==> src/rtl/fl_pkg.sv <==
package fl_pkg;
    typedef enum logic [1:0] {
        ST_STOPPED  = 2'd0,
        ST_RUNNING  = 2'd1,
        ST_STOPPING = 2'd2
    } run_state_e;

    localparam logic SEL_FRAME = 1'b0;
    localparam logic SEL_BASE  = 1'b1;
endpackage

==> src/rtl/fl_run_fsm.sv <==
module fl_run_fsm
    import fl_pkg::*;
(
    input  logic clk,
    input  logic rst_n,
    input  logic run_en,
    input  logic halted,
    output logic load_ok
);
    run_state_e state_q, state_d;

    always_ff @(posedge clk) begin
        if (!rst_n) state_q <= ST_STOPPED;
        else        state_q <= state_d;
    end

    always_comb begin
        state_d = state_q;
        unique case (state_q)
            ST_STOPPED:  if (run_en) state_d = ST_RUNNING;              // T_START
            ST_RUNNING:  if (!run_en) state_d = ST_STOPPING;            // T_STOP_REQ
            ST_STOPPING: begin
                if (run_en)      state_d = ST_RUNNING;                  // T_RESUME
                else if (halted) state_d = ST_STOPPED;                  // T_HALT_SEEN
            end
            default:     state_d = ST_STOPPED;
        endcase
    end

    always_comb begin
        load_ok = 1'b0;
        unique case (state_q)
            ST_STOPPED:  load_ok = halted && !run_en;
            ST_RUNNING:  load_ok = 1'b0;
            ST_STOPPING: load_ok = 1'b0;
            default:     load_ok = 1'b0;
        endcase
    end
endmodule

==> src/rtl/fl_frame_ctr.sv <==
module fl_frame_ctr #(
    parameter int FRAME_W = 11
) (
    input  logic               clk,
    input  logic               rst_n,
    input  logic               step,
    input  logic               load,
    input  logic [FRAME_W-1:0] load_val,
    output logic [FRAME_W-1:0] frame_q
);
    always_ff @(posedge clk) begin
        if (!rst_n)     frame_q <= '0;
        else if (load)  frame_q <= load_val;
        else if (step)  frame_q <= frame_q + 1'b1;
    end
endmodule

==> src/rtl/fl_base_reg.sv <==
module fl_base_reg #(
    parameter int ADDR_W   = 32,
    parameter int BASE_LSB = 12,
    localparam int BE_W    = ADDR_W / 8,
    localparam int KEEP_W  = ADDR_W - BASE_LSB
) (
    input  logic              clk,
    input  logic              wr,
    input  logic [BE_W-1:0]   be,
    input  logic [KEEP_W-1:0] wdata,
    output logic [KEEP_W-1:0] base_q
);
    logic [KEEP_W-1:0] bit_en;
    logic [KEEP_W-1:0] base_d;

    for (genvar b = 0; b < KEEP_W; b++) begin : g_lane
        assign bit_en[b] = be[(b + BASE_LSB) / 8];
    end

    always_comb begin
        base_d = base_q;
        if (wr) base_d = (base_q & ~bit_en) | (wdata & bit_en);
    end

    always_ff @(posedge clk) begin
        base_q <= base_d;
    end
endmodule

==> src/rtl/fl_fetch_addr.sv <==
module fl_fetch_addr #(
    parameter int ADDR_W   = 32,
    parameter int IDX_W    = 10,
    localparam int BASE_LSB = IDX_W + 2,
    localparam int KEEP_W  = ADDR_W - BASE_LSB
) (
    input  logic              clk,
    input  logic [KEEP_W-1:0] base_hi,
    input  logic [IDX_W-1:0]  index,
    output logic [ADDR_W-1:0] fetch_addr
);
    always_ff @(posedge clk) begin
        fetch_addr <= {base_hi, index, 2'b00};
    end
endmodule

==> src/rtl/frame_list_ptr.sv <==
module frame_list_ptr
    import fl_pkg::*;
#(
    parameter int FRAME_W     = 11,
    parameter int IDX_W       = 10,
    parameter int ADDR_W      = 32,
    parameter int FRAME_REG_W = 16,
    localparam int BASE_LSB   = IDX_W + 2,
    localparam int KEEP_W     = ADDR_W - BASE_LSB,
    localparam int BE_W       = ADDR_W / 8,
    localparam int FR_LANES   = FRAME_REG_W / 8
) (
    input  logic              clk,
    input  logic              rst_n,
    input  logic              eof_strobe,
    input  logic              run_en,
    input  logic              halted,
    input  logic              reg_wr,
    input  logic              reg_sel,
    input  logic [BE_W-1:0]   reg_be,
    input  logic [ADDR_W-1:0] reg_wdata,
    output logic [ADDR_W-1:0] reg_rdata,
    output logic [ADDR_W-1:0] fetch_addr
);
    logic               load_ok;
    logic               frame_load;
    logic               frame_step;
    logic [FRAME_W-1:0] frame_q;
    logic [KEEP_W-1:0]  base_q;
    logic               wdata_unused;

    assign wdata_unused = ^reg_wdata[BASE_LSB-1:FRAME_W];

    fl_run_fsm u_fsm (
        .clk     (clk),
        .rst_n   (rst_n),
        .run_en  (run_en),
        .halted  (halted),
        .load_ok (load_ok)
    );

    assign frame_load = reg_wr && (reg_sel == SEL_FRAME) && load_ok
                      && (&reg_be[FR_LANES-1:0]);
    assign frame_step = eof_strobe && run_en;

    fl_frame_ctr #(.FRAME_W(FRAME_W)) u_ctr (
        .clk      (clk),
        .rst_n    (rst_n),
        .step     (frame_step),
        .load     (frame_load),
        .load_val (reg_wdata[FRAME_W-1:0]),
        .frame_q  (frame_q)
    );

    fl_base_reg #(.ADDR_W(ADDR_W), .BASE_LSB(BASE_LSB)) u_base (
        .clk    (clk),
        .wr     (reg_wr && (reg_sel == SEL_BASE)),
        .be     (reg_be),
        .wdata  (reg_wdata[ADDR_W-1:BASE_LSB]),
        .base_q (base_q)
    );

    fl_fetch_addr #(.ADDR_W(ADDR_W), .IDX_W(IDX_W)) u_fetch (
        .clk        (clk),
        .base_hi    (base_q),
        .index      (frame_q[IDX_W-1:0]),
        .fetch_addr (fetch_addr)
    );

    always_comb begin
        if (reg_sel == SEL_FRAME) reg_rdata = {{(ADDR_W-FRAME_W){1'b0}}, frame_q};
        else                      reg_rdata = {base_q, {BASE_LSB{1'b0}}};
    end
endmodule

==> config.mk <==
export PLATFORM = sky130hd
export DESIGN_NAME = frame_list_ptr
export DESIGN_NICKNAME = d
export VERILOG_FILES = /design/src/rtl/fl_pkg.sv /design/src/rtl/fl_run_fsm.sv /design/src/rtl/fl_frame_ctr.sv /design/src/rtl/fl_base_reg.sv /design/src/rtl/fl_fetch_addr.sv /design/src/rtl/frame_list_ptr.sv
export SDC_FILE = /design/constraint.sdc
export NUM_CORES = 1
export LEC_CHECK = 0
export ABC_AREA = 1
export ABC_CLOCK_PERIOD_IN_PS = 1400
export BUFFER_PORTS_ARGS = -buffer_cell sky130_fd_sc_hd__buf_2
export CAP_MARGIN = 20
export CORE_AREA = 2 2 76 78
export CTS_CLUSTER_SIZE = 24
export DETAILED_ROUTE_END_ITERATION = 10
export DIE_AREA = 0 0 78 80
export GPL_ROUTABILITY_DRIVEN = 0
export GPL_TIMING_DRIVEN = 1
export HOLD_SLACK_MARGIN = 0.1
export PLACE_DENSITY = 0.72
export SLEW_MARGIN = 10
export SYNTH_ARGS = -nofsm -noshare
export SYNTH_HDL_FRONTEND = slang
export SYNTH_SLANG_ARGS = --single-unit
==> constraint.sdc <==
create_clock -name clk -period 1.4 [get_ports clk]
set_input_delay 0.28 -clock clk [delete_from_list [all_inputs] [get_ports clk]]
set_output_delay 0.28 -clock clk [all_outputs]
set_load 0.005 [all_outputs]
==> Word level (Yosys, flattened, before mapping) <==
Index checks and enable logic that the tools add are counted.
{ "totals": {"register_bits": 63, "latch_bits": 0, "ram_bits": 0, "rom_bits": 0, "mem_count": 0} }
{ "classes": {"add_sub_neg": 1, "n_mul": 0, "div_mod_pow": 0, "order_cmp": 0, "eq_ne": 5, "shift": 0, "muxes": 9, "n_bitwise": 5, "reduce_logical": 11} }
{ "ops": {"columns": ["operator", "count"], "rows": [
  ["20-bit bitwise AND", 2],
  ["32-bit 2-to-1 mux", 1],
  ["11-bit 2-to-1 mux", 2],
  ["20-bit NOT", 1],
  ["20-bit bitwise OR", 1],
  ["11-bit by 1-bit adder with 11-bit output, second input constant", 1],
  ["2-bit 2-to-1 mux", 4],
  ["1-bit logical AND", 6],
  ["2-bit one-hot mux with 3 select lines", 1],
  ["2-bit != test, second input constant", 2],
  ["3-bit != test, second input constant", 1],
  ["3-bit AND reduction", 1],
  ["2-bit by 1-bit equality test with 1-bit output, second input constant", 1],
  ["2-bit equality test, second input constant", 1],
  ["2-bit zero test", 1],
  ["2-bit AND reduction", 1],
  ["2-bit nonzero test", 1],
  ["1-bit zero test", 1],
  ["1-bit 2-to-1 mux", 1],
  ["1-bit NOT", 1]
]} }

==> Longest topological paths before layout <==
Gate-level depths: netlist of run 1.
{ "depth": {"word_depth": 6, "mapped_depth": 10, "ltp_nobuf": 9} }

==> Hierarchy <==
A second synthesis of run 1 with hierarchy kept.
{ "unflattened": {"cells_unflattened": 244, "hier_area_um2": 2304.7} }
{ "by_module_without_submodules": {"columns": ["module", "instances", "cells_per_inst", "area_each_um2", "seq_area_each_um2"], "rows": [
  ["fl_frame_ctr", 1, 93, 648.1, 220.2],
  ["fl_base_reg", 1, 26, 623.1, 600.6],
  ["fl_fetch_addr", 1, 33, 619.3, 600.6],
  ["frame_list_ptr", 1, 76, 320.3, 0.0],
  ["fl_run_fsm", 1, 16, 93.8, 40.0]
]} }

==> Least setup slack after synthesis of run 1 <==
OpenSTA, ideal clock, no wires.
{ "synth_timing": {"path_kind": "register to register", "start": "reg u_ctr.frame_q[0]", "end": "reg u_ctr.frame_q[10]", "arrival_ns": 1.128, "path_slack_ns": 0.200, "stages_incl_launch_ff": 10, "period_less_slack_ns": 1.200, "path_cell_list": "dfxtp_1 > ha_1 > nand3_1 > nor2_2 > nand2_1 > nand2_1 > nand2_1 > nand2_1 > nand2_1 > a21oi_1"} }
{ "synth_via": {"elab_chain_cells": 3} }
{ "synth_lines": {"columns": ["element", "line", "rtl"], "rows": [
  ["from (decl)", "fl_frame_ctr.sv:9", "output logic [FRAME_W-1:0] frame_q"],
  ["from (signal assigned)", "fl_frame_ctr.sv:13", "else if (load) frame_q <= load_val;"],
  ["from (signal assigned)", "fl_frame_ctr.sv:14", "else if (step) frame_q <= frame_q + 1'b1;"],
  ["11-bit by 1-bit adder with 11-bit output", "fl_frame_ctr.sv:14", null],
  ["11-bit 2-to-1 mux", "fl_frame_ctr.sv:14", null],
  ["11-bit 2-to-1 mux", "fl_frame_ctr.sv:13", null]
]} }
Every way passes these cells. The select of a mux whose other input is x is not followed.
A chain may end at the register's enable or synchronous reset.

==> Worst setup path after layout of run 1 <==
{ "layout_timing": {"start": "reg u_ctr.frame_q[5]", "end": "out reg_rdata[5]"} }
{ "layout_via": {"elab_chain_cells": 1} }
{ "layout_lines": {"columns": ["element", "line", "rtl"], "rows": [
  ["32-bit 2-to-1 mux", "frame_list_ptr.sv:71", "if (reg_sel == SEL_FRAME) reg_rdata = {{(ADDR_W-FRAME_W){1'b0}}, frame_q};"],
  ["to (decl)", "frame_list_ptr.sv:22", "output logic [ADDR_W-1:0] reg_rdata,"]
]} }
Every way passes these cells.

==> results by group, run 1 <==
Clock tree
  – Clk buf depth: 2
  – Clk slew on worst S/H paths: around 0.070 ns
  – Root Driver: clkbuf_8
  – CTS buffer count: 9
  – Clock Sinks: between 60 and 70
  – CTS tree: done
  – Worst-Skew Late Latency: between 0.3 and 0.4 ns
  – H-tree level count: 3

Global route
  – First-pass GRT wire length: between 9 and 10 mm
  – Top Usage Layer GRT: met2
  – Met2 Track Usage GR: 31.6%
  – GRT Util Overall: 18.9%
  – GR Util met1: 21.3%
  – Number of global-route vias before repair: just over 2,000
  – Largest net degree at the start of global routing: 32
  – Remaining Overflow, GRT: 0
  – Initial antenna violation count: 0
  – Global Route met3 Usage: slightly below 8%

Route
  – Routed vias/inst: between 4 and 5
  – DRT Wirelength: 5.50 mm
  – Initial DRC count: 96
  – ANT nets after route: 0
  – Drt drc: 0
  – Routed len/inst: 11.8 um
  – First-pass DRT Iterations: 4
  – Total number of vias: around 2,100

Layout
  – # nets final: 432
  – Area of the multi-input gates: between 700 and 800 um2
  – Post-route insts no fill: around 470
  – FF+latch area: about 1500 um2
  – Cell area after layout: around 3300 um2
  – Most common cell after layout, fill and taps aside: buf_2
  – Fillers: between 400 and 500
  – Ant. Diodes: 0
  – Synthesis-to-finish area growth: 40.7%
  – Most frequent cells in the layout: buf_2 (102), nand2_1 (67), inv_1 (44)
  – Share of cells above drive strength 1: roughly 38%

Place
  – Placed Area: 3010 um2
  – Detailed-placement wirelength estimate: 4.01 mm
  – Placed cell count: between 400 and 500
  – # port buffers: between 100 and 150
  – Pre-CTS WS: 0.0248 ns

Pwr
  – Internal: about 3 mW
  – Switching pwr: about 0.86 mW
  – Switching portion of total power: approximately 23%
  – Flop pwr share: between 50 and 60%
  – Clock power share: around 40%
  – Power per cell area: roughly 1100 nW/um2
  – Peak VDD IR: about 0.00055 V
  – Pwr Total: 3.79 mW
  – Leakage: approximately 1.7 nW
  – Comb pwr share: under 10%

Run
  – Max-cap violations: 0

Hold path
  – Tightest Hold Check Type: in2reg
  – Hold Path Stages: 1

STA
  – Final hold violations: 0
  – Fmax: approximately 750 MHz
  – Period utilization: between 90% and 100%
  – RSZ-0062 raised after global routing: true
  – Final setup fails: 0
  – Final WS setup: 0.0709 ns
  – Slew Viols, Final: 0
  – Final min period: 1.33 ns
  – Post-route clock skew: around 0.0052 ns

Setup path
  – Depth of the most critical reg-to-reg path: 8
  – Worst path buffer plus inverter count: 3
  – Reg-to-reg setup timing slack: about 0.1 ns
  – Slowest cell on the critical path: dfxtp_1
  – Crit path kind: reg2out
  – Crit-path max cell delay: 0.33 ns
  – Crit path launch type: flop
  – CP required: 1.12 ns
  – Worst path depth: 4
  – Max FO, Critical Path: 6
  – Crit path cell chain: buf_4 -> inv_1 -> nor2_1 -> buf_2
  – WP data arrival: roughly 1.1 ns
  – Kind of cell adding the most delay to the critical path: flip-flops
  – Worst Setup End Kind: output port

Logic synthesis
  – Synth warnings: 0
  – #FFs+latches synth: 63
  – Avg Cell Area, Syn: a little over 9 um2
  – Post-Syn Area: ~2400 um2
  – Yosys cell types: 29
  – Synth Instances: between 200 and 300
  – Seq/Total Area, Yosys: 61.6%

Die
  – Die area: 6240 um2
  – Core ar.: between 5000 and 6000 um2
  – Die width: about 80 um
  – Initial core utilization: a little over two fifths
  – Num ports: approximately 110
  – Die height: 80 um
  – # rows: 27

Run status
  – Status: complete, no violations
## metrics by stage
step,utilization (%),TNS [ns],hold WS [ns]
after global placement,55.6,0,0.351
after detailed placement,55.6,0,0.354
after floorplan,-,0,0.348
after CTS,60.3,0,0.100
after global routing,61.8,-0.0177,0.100
final,61.8,0,0.125
## cell type report
| class | count | share of cell area, % |
|---|---|---|
| multi-input cells | 140 | 21.0 |
| repair buffers | 124 | 21.0 |
| flip-flops and latches | 63 | 43.9 |
| well taps | 72 | 2.70 |
| inverters | 50 | 5.84 |
| clock inverters | 6 | 1.84 |
| clock buffers | 10 | 3.82 |
## synth_stat cells
library cell  number  area [um2]
a21oi_1            7        35.0
a31oi_1            3        18.8
buf_4              3        22.5
buf_6              2        22.5
clkbuf_1           3        11.3
clkinv_1           3        11.3
clkinv_2           1        5.00
conb_1             1        3.75
dfxtp_1           43         861
edfxtp_1          20         601
ha_1               1        12.5
inv_1             45         169
inv_4              1        6.26
nand2_1           68         255
nand2_4            3        33.8
nand3_1           12        60.1
nand3_2            1        10.0
nand3b_1           4        30.0
nand4_1            3        18.8
nor2_1            22        82.6
nor2_2             3        18.8
nor2_4             1        11.3
nor2_8             1        20.0
nor3_1             2        10.0
o211ai_1           1        7.51
o211ai_2           1        12.5
o21ai_0            2        10.0
o21ai_1            1        5.00
xor2_1             1        8.76
## what timing repair did
| action | CTS | global route |
|---|---|---|
| setup endpoints to repair | 0 | 11 |
| hold endpoints to repair | 6 | 1 |
| buffers inserted | 0 | 4 |
| gates resized for setup | 0 | 12 |
| hold buffers | 6 | 1 |
## logic make-up after synthesis
kind of cell / synth area share [%]
and+or+nand+nor: 23.2
xor gates and xnor gates: 0.369
other: 0.158
adders and majority gates: 0.527
DFF: 61.6
buffers and inverters: 10.4
AOI/OAI and AO/OA: 3.74
## power groups by stage
stage | combinational, mW | sequential, mW | clock (mW)
after floorplan | 0.121 | 2.02 | 0
after global placement | 0.274 | 2.02 | 0
after detailed placement | 0.281 | 2.02 | 0
after CTS | 0.296 | 1.98 | 1.56
after global routing | 0.344 | 1.99 | 1.64
final | 0.310 | 1.98 | 1.49
## worst paths after layout
kind                          from                      to
setup / recovery  u_ctr.frame_q[5]            reg_rdata[5]
hold / removal       reg_wdata[18]                    flop
setup reg to reg  u_fsm.state_q[0]        u_ctr.frame_q[8]
hold reg to reg               flop  u_fetch.fetch_addr[31]
## metal layers
layer / wire length (um) / part of all wire (%)
met5: 0 / 0
met4: 39 / 0.71
met3: 488 / 8.9
met2: 2690 / 49
met1: 2280 / 42
No activity file was read; power rests on OpenSTA's default activity.
==> inputs of run 2 (changes only) <==
--- a/config.mk
+++ b/config.mk
@@ -9,14 +9,15 @@
 export ABC_CLOCK_PERIOD_IN_PS = 1400
 export BUFFER_PORTS_ARGS = -buffer_cell sky130_fd_sc_hd__buf_2
 export CAP_MARGIN = 20
-export CORE_AREA = 2 2 76 78
+export CORE_AREA = 2 2 97 62
 export CTS_CLUSTER_SIZE = 24
 export DETAILED_ROUTE_END_ITERATION = 10
-export DIE_AREA = 0 0 78 80
+export DIE_AREA = 0 0 99 64
 export GPL_ROUTABILITY_DRIVEN = 0
 export GPL_TIMING_DRIVEN = 1
 export HOLD_SLACK_MARGIN = 0.1
 export PLACE_DENSITY = 0.72
+export REMOVE_ABC_BUFFERS = 1
 export SLEW_MARGIN = 10
 export SYNTH_ARGS = -nofsm -noshare
 export SYNTH_HDL_FRONTEND = slang
==> results by group, run 2 (same netlist as run 1, synthesis figures left out) <==
Pwr
  – Leakage: between 1.5 and 2 nW
  – Comb pwr share: under 10%
  – Peak VDD IR: between 0.0007 and 0.0008 V
  – Power per cell area: 1250 nW/um2
  – Switching pwr: slightly below 0.9 mW
  – Flop pwr share: between 40% and 50%
  – Switching portion of total power: slightly above 20%
  – Clock power share: a little under half
  – Internal: ~3.3 mW
  – Pwr Total: between 4 and 5 mW

STA
  – Slew Viols, Final: 0
  – RSZ-0062 raised after global routing: true
  – Final min period: around 1.3 ns
  – Period utilization: around 94%
  – Fmax: 762 MHz
  – Final WS setup: between 0.08 and 0.09 ns
  – Post-route clock skew: approximately 0.0040 ns
  – Final setup fails: 0
  – Final hold violations: 0

Die
  – Die area: ~6300 um2
  – Core ar.: roughly 5400 um2
  – Die height: between 60 and 70 um
  – Num ports: 107
  – # rows: 21
  – Initial core utilization: ~44%
  – Die width: ~100 um

Setup path
  – Max FO, Critical Path: 4
  – Crit path cell chain: buf_4 -> inv_1 -> nor2_1 -> buf_2
  – Crit-path max cell delay: 0.35 ns
  – CP required: ~1.1 ns
  – Worst Setup End Kind: output port
  – WP data arrival: just over 1 ns
  – Crit path kind: reg2out
  – Slowest cell on the critical path: dfxtp_1
  – Crit path launch type: flop

Hold path
  – Tightest Hold Check Type: in2reg

Global route
  – Largest net degree at the start of global routing: 19
  – Remaining Overflow, GRT: 0
  – Number of global-route vias before repair: about 1,900
  – GRT Util Overall: roughly 18%
  – Initial antenna violation count: 0
  – First-pass GRT wire length: slightly below 9 mm

Place
  – # port buffers: 102
  – Placed Area: between 3000 and 4000 um2
  – Pre-CTS WS: roughly 0.04 ns
  – Detailed-placement wirelength estimate: ~4.2 mm

Layout
  – Most common cell after layout, fill and taps aside: buf_2
  – Fillers: between 400 and 500
  – Synthesis-to-finish area growth: 41.5%
  – FF+latch area: roughly 1500 um2
  – Most frequent cells in the layout: buf_2 (102), nand2_1 (67), inv_1 (43)
  – Cell area after layout: 3360 um2
  – Share of cells above drive strength 1: between 30% and 40%
  – Ant. Diodes: 0
  – Area of the multi-input gates: 698 um2
  – # nets final: 430

Route
  – DRT Wirelength: 5.46 mm
  – Routed len/inst: between 10 and 15 um
  – DR WL met3: approximately 450 um
  – WL met2: around 2.5 mm
  – Total number of vias: 2,034
  – Top routing layer in use: met4
  – Met1 Wirelength: between 2 and 2.5 mm
  – Drt drc: 0
  – Routed vias/inst: 4.42
  – Initial DRC count: between 90 and 100
  – ANT nets after route: 0
  – First-pass DRT Iterations: 4

Clock tree
  – Clock Sinks: 63
  – Worst-Skew Late Latency: approximately 0.33 ns
  – CTS buffer count: 9
  – Clk slew on worst S/H paths: 0.07 ns
  – Root Driver: clkbuf_8
  – CTS tree: done
  – Clk buf depth: 2
  – H-tree level count: 3

Run status
  – Status: complete, no violations

Run
  – Max-cap violations: 0
==> run 2: per-stage QoR <==
step                std cells  utilization, %  hold slack, ns   TNS, ns
finish                    460            62.4           0.120         0
global route              460            62.4           0.100  -0.00206
CTS                       456            61.0           0.104         0
detailed placement        440            56.5           0.360         0
global placement          440            56.5           0.351         0
floorplan                 253               -           0.348         0
==> run 2: final timing paths <==
path                     from                      to  slack, ns  cells past startpoint
min             reg_wdata[23]                    flop       0.12                      1
max reg2reg  u_fsm.state_q[1]        u_ctr.frame_q[1]       0.09                      8
min reg2reg              flop  u_fetch.fetch_addr[15]       0.37                      0
max          u_ctr.frame_q[0]            reg_rdata[0]       0.09                      4
==> run 2: routing by layer <==
metal / vias up / global-route usage, %
li1: 1047 / -
met1: 901 / 23.5
met2: 78 / 27.5
met3: 8 / 6.02
met4: 0 / 7.19
met5: - / 0
==> run 2: area by class of cell <==
cell class,count,share of cell area (%)
timing repair buffer,122,19.9
multi-input combinational,140,20.8
tap,69,2.57
clock buffer,10,4.10
clock inverter,6,3.20
inverter,50,5.81
sequential,63,43.6
==> run 2: worst max-delay path, delay by kind of cell (launching register included) <==
family | cells | cell delay, ns
flops | 1 | 0.35
buf+inv | 3 | 0.29
simple gates | 1 | 0.07
==> run 2: power by group through the flow <==
stage	sequential [mW]	combinational (mW)	clock, mW
3_5_place_dp	2.02	0.286	0
3_3_place_gp	2.02	0.283	0
2_1_floorplan	2.02	0.100	0
6_report	1.98	0.298	1.91
5_1_grt	1.99	0.335	2.05
4_1_cts	1.98	0.288	1.96
==> run 2: repair_timing <==
action | in CTS | in global routing
hold endpoints to repair | 0 | 2
buffers inserted | 0 | 2
endpoints found under the setup margin | 0 | 13
hold buffers | 0 | 2
resized for setup | 0 | 11
==> inputs of run 3 (changes only) <==
--- a/config.mk
+++ b/config.mk
@@ -6,7 +6,7 @@
 export NUM_CORES = 1
 export LEC_CHECK = 0
 export ABC_AREA = 1
-export ABC_CLOCK_PERIOD_IN_PS = 1400
+export ABC_CLOCK_PERIOD_IN_PS = 1300
 export BUFFER_PORTS_ARGS = -buffer_cell sky130_fd_sc_hd__buf_2
 export CAP_MARGIN = 20
 export CORE_AREA = 2 2 97 62
@@ -22,3 +22,4 @@
 export SYNTH_ARGS = -nofsm -noshare
 export SYNTH_HDL_FRONTEND = slang
 export SYNTH_SLANG_ARGS = --single-unit
+export TNS_END_PERCENT = 30
==> constraint.sdc (replaced) <==
create_clock -name clk -period 1.3 [get_ports clk]
set_input_delay 0.26 -clock clk [delete_from_list [all_inputs] [get_ports clk]]
set_output_delay 0.26 -clock clk [all_outputs]
set_load 0.005 [all_outputs]
==> results by group, run 3 (same netlist as run 1, synthesis figures left out) <==
Clock tree
  – CTS tree: done
  – Clk slew on worst S/H paths: ~0.070 ns
  – Clk buf depth: 2
  – CTS buffer count: 9
  – Worst-Skew Late Latency: approximately 0.33 ns
  – Clock Sinks: 63
  – Root Driver: clkbuf_8
  – H-tree level count: 3

Pwr
  – Internal: approximately 3.2 mW
  – Power per cell area: roughly 1100 nW/um2
  – Pwr Total: ~4.2 mW
  – Clock power share: between 30% and 40%
  – Leakage: roughly 1.9 nW
  – Switching portion of total power: between 20% and 30%
  – Comb pwr share: roughly 9.2%
  – Peak VDD IR: 0.000703 V
  – Flop pwr share: slightly above 50%
  – Switching pwr: ~1.0 mW

Die
  – Core ar.: roughly 5400 um2
  – Num ports: around 110
  – # rows: 21
  – Initial core utilization: between 40 and 50%
  – Die width: 99 um
  – Die area: ~6300 um2
  – Die height: around 64 um

Global route
  – Number of global-route vias before repair: slightly below 2,000
  – First-pass GRT wire length: between 9 and 10 mm
  – Initial antenna violation count: 0
  – Remaining Overflow, GRT: 0
  – Largest net degree at the start of global routing: 19
  – GRT Util Overall: about a fifth

STA
  – Final min period: 1.29 ns
  – RSZ-0062 raised after global routing: true
  – Post-route clock skew: 0.00353 ns
  – Slew Viols, Final: 0
  – Fmax: roughly 780 MHz
  – Final setup fails: 0
  – Worst hold margin: approximately 0.17 ns
  – Final hold violations: 0
  – Period utilization: between 90 and 100%

Place
  – Detailed-placement wirelength estimate: between 4 and 5 mm
  – Placed cell count: approximately 440
  – Placed Area: ~3100 um2
  – # port buffers: ~100

Layout
  – Area of the multi-input gates: 756 um2
  – Fillers: 439
  – Most frequent cells in the layout: buf_2 (102), nand2_1 (64), inv_1 (37)
  – Most common cell after layout, fill and taps aside: buf_2
  – FF+latch area: about 1500 um2
  – Ant. Diodes: 0
  – Cell area after layout: between 3000 and 4000 um2
  – Share of cells above drive strength 1: ~44%
  – Synthesis-to-finish area growth: 53.7%
  – Post-route insts no fill: a little under 500
  – # nets final: 457

Route
  – ANT nets after route: 0
  – Routed len/inst: roughly 12 um
  – Drt drc: 0
  – First-pass DRT Iterations: 4
  – Total number of vias: roughly 2,200
  – Initial DRC count: 87
  – DRT Wirelength: 6.01 mm
  – Routed vias/inst: roughly 4.5

Hold path
  – Tightest Hold Check Type: in2reg

Run status
  – Status: complete, no violations

Setup path
  – CP required: roughly 1.0 ns
  – WP data arrival: ~1 ns
  – Crit path kind: reg2out
  – Crit path launch type: flop
  – Max FO, Critical Path: 4
  – Reg-to-reg setup timing slack: ~0.03 ns
  – Worst Setup End Kind: output port

Run
  – Max-cap violations: 0
run 3: timing repair:
action / in CTS / in global routing
gates cloned: 0 / 0
setup buffers: 0 / 7
endpoints found under the hold margin: 19 / 1
setup endpoints to repair: 11 / 19
pin swaps: 0 / 9
hold buffers: 19 / 1
resized for setup: 14 / 31
run 3: power by group through the flow:
stage,clock (mW),sequential (mW),combinational (mW)
floorplan,0,2.18,0.108
global placement,0,2.17,0.311
detailed placement,0,2.18,0.315
CTS,1.72,2.13,0.370
global route,1.82,2.14,0.427
finish,1.67,2.13,0.387
run 3: final timing paths:
path,from,end,cells after the start
setup / recovery,u_ctr.frame_q[2],reg_rdata[2],4
hold / removal,run_en,u_fsm.state_q[0],3
setup reg to reg,u_fsm.state_q[0],u_ctr.frame_q[7],8
hold reg to reg,flop,u_fetch.fetch_addr[27],0
run 3: final cells by class:
class / count / area share [%]
Clock buffer: 9 / 3.40
Clock inverter: 7 / 1.99
Inverter: 50 / 5.42
Multi-Input combinational cell: 140 / 20.7
Sequential cell: 63 / 40.6
Tap cell: 69 / 2.37
Timing Repair Buffer: 149 / 25.5
run 3: layer usage:
| metal | up-vias | global-route usage (%) | wire, um |
|---|---|---|---|
| li1 | 1102 | - | - |
| met5 | - | 0 | 0 |
| met2 | 88 | 29.5 | 2870 |
| met3 | 4 | 6.78 | 467 |
| met4 | 0 | 5.31 | 35 |
| met1 | 978 | 24.6 | 2630 |
run 3: metrics by stage:
stage	setup TNS, ns	utilization [%]	setup slack (ns)
after floorplan	0	-	0.0972
after global placement	-0.0496	57.0	-0.0150
after detailed placement	-0.282	57.0	-0.0634
after CTS	0	65.1	0.00505
after global routing	-0.310	67.7	-0.0488
final	0	67.7	0.0112
run 3: worst max-delay path: stages, from the launching register on:
cell and delay (ns):
dfxtp_4 0.38, buf_6 0.10, inv_2 0.03, nor2_2 0.08, buf_2 0.11
